File: src/rtl/lpm_pkg.sv
package lpm_pkg;
  localparam int NUM_STATES = 4;
  localparam int STATE_W = $clog2(NUM_STATES);

  typedef enum logic [STATE_W-1:0] {
    PWR_RUN   = 2'd0,
    PWR_SLEEP = 2'd1,
    PWR_DEEP  = 2'd2,
    PWR_STBY  = 2'd3
  } pwrState_t;

  typedef struct packed {
    pwrState_t nextState;
    logic      syncPulse;
    logic      evtService;
  } lpmStrobe_t;
endpackage

File: src/rtl/lpm_ctrl.sv
module lpm_ctrl
  import lpm_pkg::*;
#(
  parameter int CTL_W   = 8,
  parameter int SEL_BIT = 7
) (
  input  logic             clk,
  input  logic             rstN,
  input  logic             sleepReq,
  input  logic [CTL_W-1:0] stbyCtl,
  input  logic [CTL_W-1:0] deepCtl,
  input  logic             irqPending,
  input  logic             timedEvent,
  output lpmStrobe_t       strobe
);
  pwrState_t curState;
  pwrState_t nextState;
  logic      syncPulse;
  logic      evtService;
  logic      acceptSleep;

  assign acceptSleep = (curState == PWR_RUN) && sleepReq && !irqPending;

  always_comb begin
    nextState  = curState;
    syncPulse  = 1'b0;
    evtService = 1'b0;
    if (curState == PWR_RUN) begin
      if (acceptSleep) begin
        if (stbyCtl[SEL_BIT]) begin
          nextState = PWR_STBY;
          syncPulse = 1'b1;
        end else if (deepCtl[SEL_BIT]) begin
          nextState = PWR_DEEP;
        end else begin
          nextState = PWR_SLEEP;
        end
      end
    end else begin
      if (irqPending) begin
        nextState = PWR_RUN;
      end else if (timedEvent) begin
        evtService = 1'b1;
      end
    end
  end

  always_ff @(posedge clk or negedge rstN) begin
    if (!rstN) curState <= PWR_RUN;
    else       curState <= nextState;
  end

  assign strobe = '{nextState: nextState, syncPulse: syncPulse, evtService: evtService};

  AST_STBY_PRIORITY: assert property (@(posedge clk) disable iff (!rstN)
    (curState == PWR_RUN && sleepReq && !irqPending && stbyCtl[SEL_BIT]) |=> (curState == PWR_STBY));
  AST_WAKE_ON_IRQ: assert property (@(posedge clk) disable iff (!rstN)
    (curState != PWR_RUN && irqPending) |=> (curState == PWR_RUN));
  AST_SLEEP_HOLDS: assert property (@(posedge clk) disable iff (!rstN)
    (curState != PWR_RUN && !irqPending) |=> $stable(curState));
  AST_COLLIDE_RUN: assert property (@(posedge clk) disable iff (!rstN)
    (curState == PWR_RUN && irqPending) |=> (curState == PWR_RUN));
endmodule

File: src/rtl/lpm_dp.sv
module lpm_dp
  import lpm_pkg::*;
(
  input  logic                  clk,
  input  logic                  rstN,
  input  lpmStrobe_t            strobe,
  output logic [NUM_STATES-1:0] stateFlags,
  output logic                  timerClkEn,
  output logic                  serialClkEn,
  output logic                  dmaHalt,
  output logic                  periphSync,
  output logic                  eventService
);
  localparam logic [NUM_STATES-1:0] RESET_FLAGS = NUM_STATES'(1);

  for (genvar i = 0; i < NUM_STATES; i++) begin : g_flag
    always_ff @(posedge clk or negedge rstN) begin
      if (!rstN) stateFlags[i] <= RESET_FLAGS[i];
      else       stateFlags[i] <= (strobe.nextState == pwrState_t'(i));
    end
  end

  always_ff @(posedge clk or negedge rstN) begin
    if (!rstN) begin
      timerClkEn  <= 1'b1;
      serialClkEn <= 1'b1;
      dmaHalt     <= 1'b0;
    end else begin
      timerClkEn  <= (strobe.nextState != PWR_STBY);
      serialClkEn <= (strobe.nextState != PWR_STBY);
      dmaHalt     <= (strobe.nextState == PWR_DEEP) || (strobe.nextState == PWR_STBY);
    end
  end

  assign periphSync   = strobe.syncPulse;
  assign eventService = strobe.evtService;

  AST_ONE_STATE: assert property (@(posedge clk) disable iff (!rstN)
    $countones(stateFlags) == 1);
  AST_STBY_GATES: assert property (@(posedge clk) disable iff (!rstN)
    stateFlags[PWR_STBY] |-> (!timerClkEn && !serialClkEn && dmaHalt));
  AST_DEEP_GATES: assert property (@(posedge clk) disable iff (!rstN)
    stateFlags[PWR_DEEP] |-> (timerClkEn && serialClkEn && dmaHalt));
  AST_RUN_EVT_QUIET: assert property (@(posedge clk) disable iff (!rstN)
    stateFlags[PWR_RUN] |-> !eventService);
endmodule

File: src/rtl/cpu_power_mode_ctl.sv
module cpu_power_mode_ctl
  import lpm_pkg::*;
#(
  parameter int CTL_W   = 8,
  parameter int SEL_BIT = 7
) (
  input  logic             clk,
  input  logic             rstN,
  input  logic             sleepReq,
  input  logic [CTL_W-1:0] stbyCtl,
  input  logic [CTL_W-1:0] deepCtl,
  input  logic             irqPending,
  input  logic             timedEvent,
  output logic             runFlag,
  output logic             sleepFlag,
  output logic             deepFlag,
  output logic             stbyFlag,
  output logic             timerClkEn,
  output logic             serialClkEn,
  output logic             dmaHalt,
  output logic             periphSync,
  output logic             eventService
);
  lpmStrobe_t            strobe;
  logic [NUM_STATES-1:0] stateFlags;

  lpm_ctrl #(.CTL_W(CTL_W), .SEL_BIT(SEL_BIT)) ctrl_i (
    .clk(clk), .rstN(rstN), .sleepReq(sleepReq), .stbyCtl(stbyCtl),
    .deepCtl(deepCtl), .irqPending(irqPending), .timedEvent(timedEvent),
    .strobe(strobe)
  );

  lpm_dp dp_i (
    .clk(clk), .rstN(rstN), .strobe(strobe), .stateFlags(stateFlags),
    .timerClkEn(timerClkEn), .serialClkEn(serialClkEn), .dmaHalt(dmaHalt),
    .periphSync(periphSync), .eventService(eventService)
  );

  assign runFlag   = stateFlags[PWR_RUN];
  assign sleepFlag = stateFlags[PWR_SLEEP];
  assign deepFlag  = stateFlags[PWR_DEEP];
  assign stbyFlag  = stateFlags[PWR_STBY];
endmodule

File: config.mk
export PLATFORM = sky130hd
export DESIGN_NAME = cpu_power_mode_ctl
export DESIGN_NICKNAME = d
export VERILOG_FILES = /design/src/rtl/lpm_pkg.sv /design/src/rtl/lpm_ctrl.sv /design/src/rtl/lpm_dp.sv /design/src/rtl/cpu_power_mode_ctl.sv
export SDC_FILE = /design/constraint.sdc
export NUM_CORES = 1
export LEC_CHECK = 0
export BUFFER_PORTS_ARGS = -buffer_cell sky130_fd_sc_hd__buf_4
export CELL_PAD_IN_SITES_DETAIL_PLACEMENT = 0
export CELL_PAD_IN_SITES_GLOBAL_PLACEMENT = 1
export CORE_MARGIN = 2
export CORE_UTILIZATION = 25
export CTS_CLUSTER_DIAMETER = 150
export DETAILED_ROUTE_END_ITERATION = 8
export PLACE_DENSITY = 0.9
export SYNTH_ARGS = -nofsm -noshare
export SYNTH_HDL_FRONTEND = slang
export SYNTH_SLANG_ARGS = --single-unit
File: constraint.sdc
create_clock -name clk -period 1.6 [get_ports clk]
set_clock_uncertainty 0.1 [all_clocks]
set_input_delay 0.32 -clock clk [delete_from_list [all_inputs] [get_ports clk]]
set_output_delay 0.32 -clock clk [all_outputs]
set_load 0.05 [all_outputs]
==> results_dict.tcl <==
set metrics [dict create \
    overflow 0 \
    cap_violations 0 \
    r2r_end "dp_i.dmaHalt" \
    ant_nets 0 \
    hold_path_end "dp_i.stateFlags[3]" \
    cts_root_buf "clkbuf_4" \
    setup_ws_ns 0.0458 \
    holdPathStages 2 \
    dr_wl_met3_um 73 \
    grt_max_degree 11 \
    rrSetupSlack_ns 0.50 \
    r2r_start "ctrl_i.curState[0]" \
    layout.cells.most_common "buf_4" \
    crit_type "flop to output pin" \
    grt_pass1_vias 243 \
    dieWidth_um 40.9 \
    ir_worst_vdd_v 0.000388 \
    met1_length_um 248 \
    cts.sinks 8 \
    h-tree-depth 1 \
    first_pass_iters 4 \
    cts_buffer_depth 2 \
    r2r_cells 4 \
    synth_area_um2 340 \
    tightest_slew_ns 0.221 \
    cp_max_fo 2 \
    place_worst_setup_slack_ns 0.229 \
    final_area_um2 536 \
    synth_area_leader_cell "dfrtp_1" \
    yosys_warnings 0 \
    ys_seq_elements 8 \
    crit_arrival_ns 1.13 \
    top_layer_used "met4" \
    wl_met2_um 341 \
    route.detailed.drc 0 \
    clk_pin_slew_ns 0.05 \
    drive_gt1_frac 0.500 \
    cts_tree "yes" \
    report.final.setup_viol 0 \
    nFillCells 118 \
    worstHoldStart "irqPending" \
    p_leak_uw 0.000258 \
    coreArea_um2 1280 \
    tns_ns 0 \
    wl_per_cell_um 9.94 \
    grt_setup_unrepaired "true" \
    syn_avg_cell_area_um2 10.3 \
    wirelength_um 686 \
    yosysUniqueCellTypes 17 \
    syn_to_final_growth_pct 57.4 \
    cp-start-kind "flop" \
    initial_core_util 0.265 \
    fp.dieH_um 40.9 \
    drt_first_iter_violations 17 \
    max_freq_ghz 0.643 \
    grt_pass1_wl_um 979 \
    nNetsFinal 76 \
    synth_top_area_frac 0.441 \
    finalHoldViolCount 0 \
    track_usage 0.102 \
    slew_violations 0 \
    fin_crit_sh 0.971 \
    worstPathRequired_ns 1.18 \
    fin_crit_ns 1.55 \
    syn_inst 33 \
    pin_count 30 \
    gp_congestion 0.814 \
    synthTopCellsByArea "dfrtp_1 (44%), dfstp_2 (15%), a31oi_1 (5.5%)" \
    hpwl_um 521 \
    slew_headroom 0.852 \
    n_antenna_cell 0 \
    outcome "finished, final reports clean" \
    placed_cell_area_um2 483 \
    syn_nets 54 \
    insertion_delay_ns 0.26 \
    synth-seq-area-share 0.596 \
    vias 313 \
    cp-startpoint "ctrl_i.curState[1]" \
    rows 13 \
    end_kind "output pin" \
    placement.io_buffers 15 \
    antenna_found_initial 0 \
    viasPerCell 4.54 \
    power.density_nw_per_um2 1010 \
    die_area_um2 1670 \
    hold_path_class "input port to flop" \
    cts_buffers 3 \
    final_util 0.417 \
    final_cell_mix "buf_4 (17), dfrtp_1 (6), inv_1 (4)" \
]
## worst max path at each step
stage                     slack, ns  depth (start not counted)            to
after detailed placement       0.23                          4    periphSync
after floorplan               -0.03                          2  eventService
after global placement         0.26                          4    periphSync
after global routing          -0.03                          4    periphSync
after CTS                      0.01                          4    periphSync
final                          0.05                          4    periphSync
## cell usage after synthesis (all sizes together)
cell	instances
nor3	3
nor2	3
or2	1
o211ai	1
dfrtp	6
nand3	1
inv	4
a31oi	3
a21oi	3
clkbuf	1
dfstp	2
nand2	1
buf	1
a21o	1
nor3b	1
nand2b	1
## flip-flops by register name, summed over array words and instances, names as in the netlist
signal           cells
dp_i.stateFlags      4
dp_i.timerClkEn      1
dp_i.dmaHalt         1
ctrl_i.curState      2
## routing by layer
layer | up-vias | GRT usage
li1 | 153 | -
met1 | 136 | 0.0993
met2 | 19 | 0.152
met3 | 5 | 0.0489
met4 | 0 | 0.100
met5 | - | 0
## worst max-delay path, cell delays in order, from the launching register on
cell	delay, ns
dfrtp_1	0.40
nor2_4	0.14
nand3_2	0.08
nor2_2	0.10
buf_6	0.16
## cell type report
| type | count | area, um^2 | area share |
|---|---|---|---|
| inverter | 4 | 15.0 | 0.0280 |
| timing repair buffer | 19 | 149 | 0.278 |
| clock buffer | 4 | 26.3 | 0.0491 |
| sequential | 8 | 203 | 0.379 |
| tap | 15 | 18.8 | 0.0350 |
| multi-input combinational | 19 | 124 | 0.231 |
## per-stage QoR
stage / power (uW) / cells / hold WS (ns)
after floorplan: 317 / 33 / -0.0756
after global placement: 365 / 63 / 0.0370
after detailed placement: 368 / 63 / 0.0404
after CTS: 537 / 69 / 0.208
after global routing: 566 / 69 / 0.206
final: 538 / 69 / 0.202
## power breakdown
part,internal (uW),leakage (uW),switching [uW]
Combinational,53.2,0.000143,91.1
Sequential,220,0.000101,7.46
Clock,95.6,0.0000150,71.5
## cell families after synthesis
kind of cell    synth area share
flops                      0.596
simple gates               0.184
buf+inv                   0.0772
compound gates             0.143
## timing repair
| item | in CTS | in global routing |
|---|---|---|
| hold buffers | 1 | 0 |
| gates cloned | 0 | 0 |
| setup endpoints to repair | 1 | 1 |
| setup buffers | 1 | 0 |
| pin swaps | 2 | 0 |
| hold endpoints to repair | 8 | 0 |
| gates resized for setup | 1 | 1 |
No activity file was read; power rests on OpenSTA's default activity.
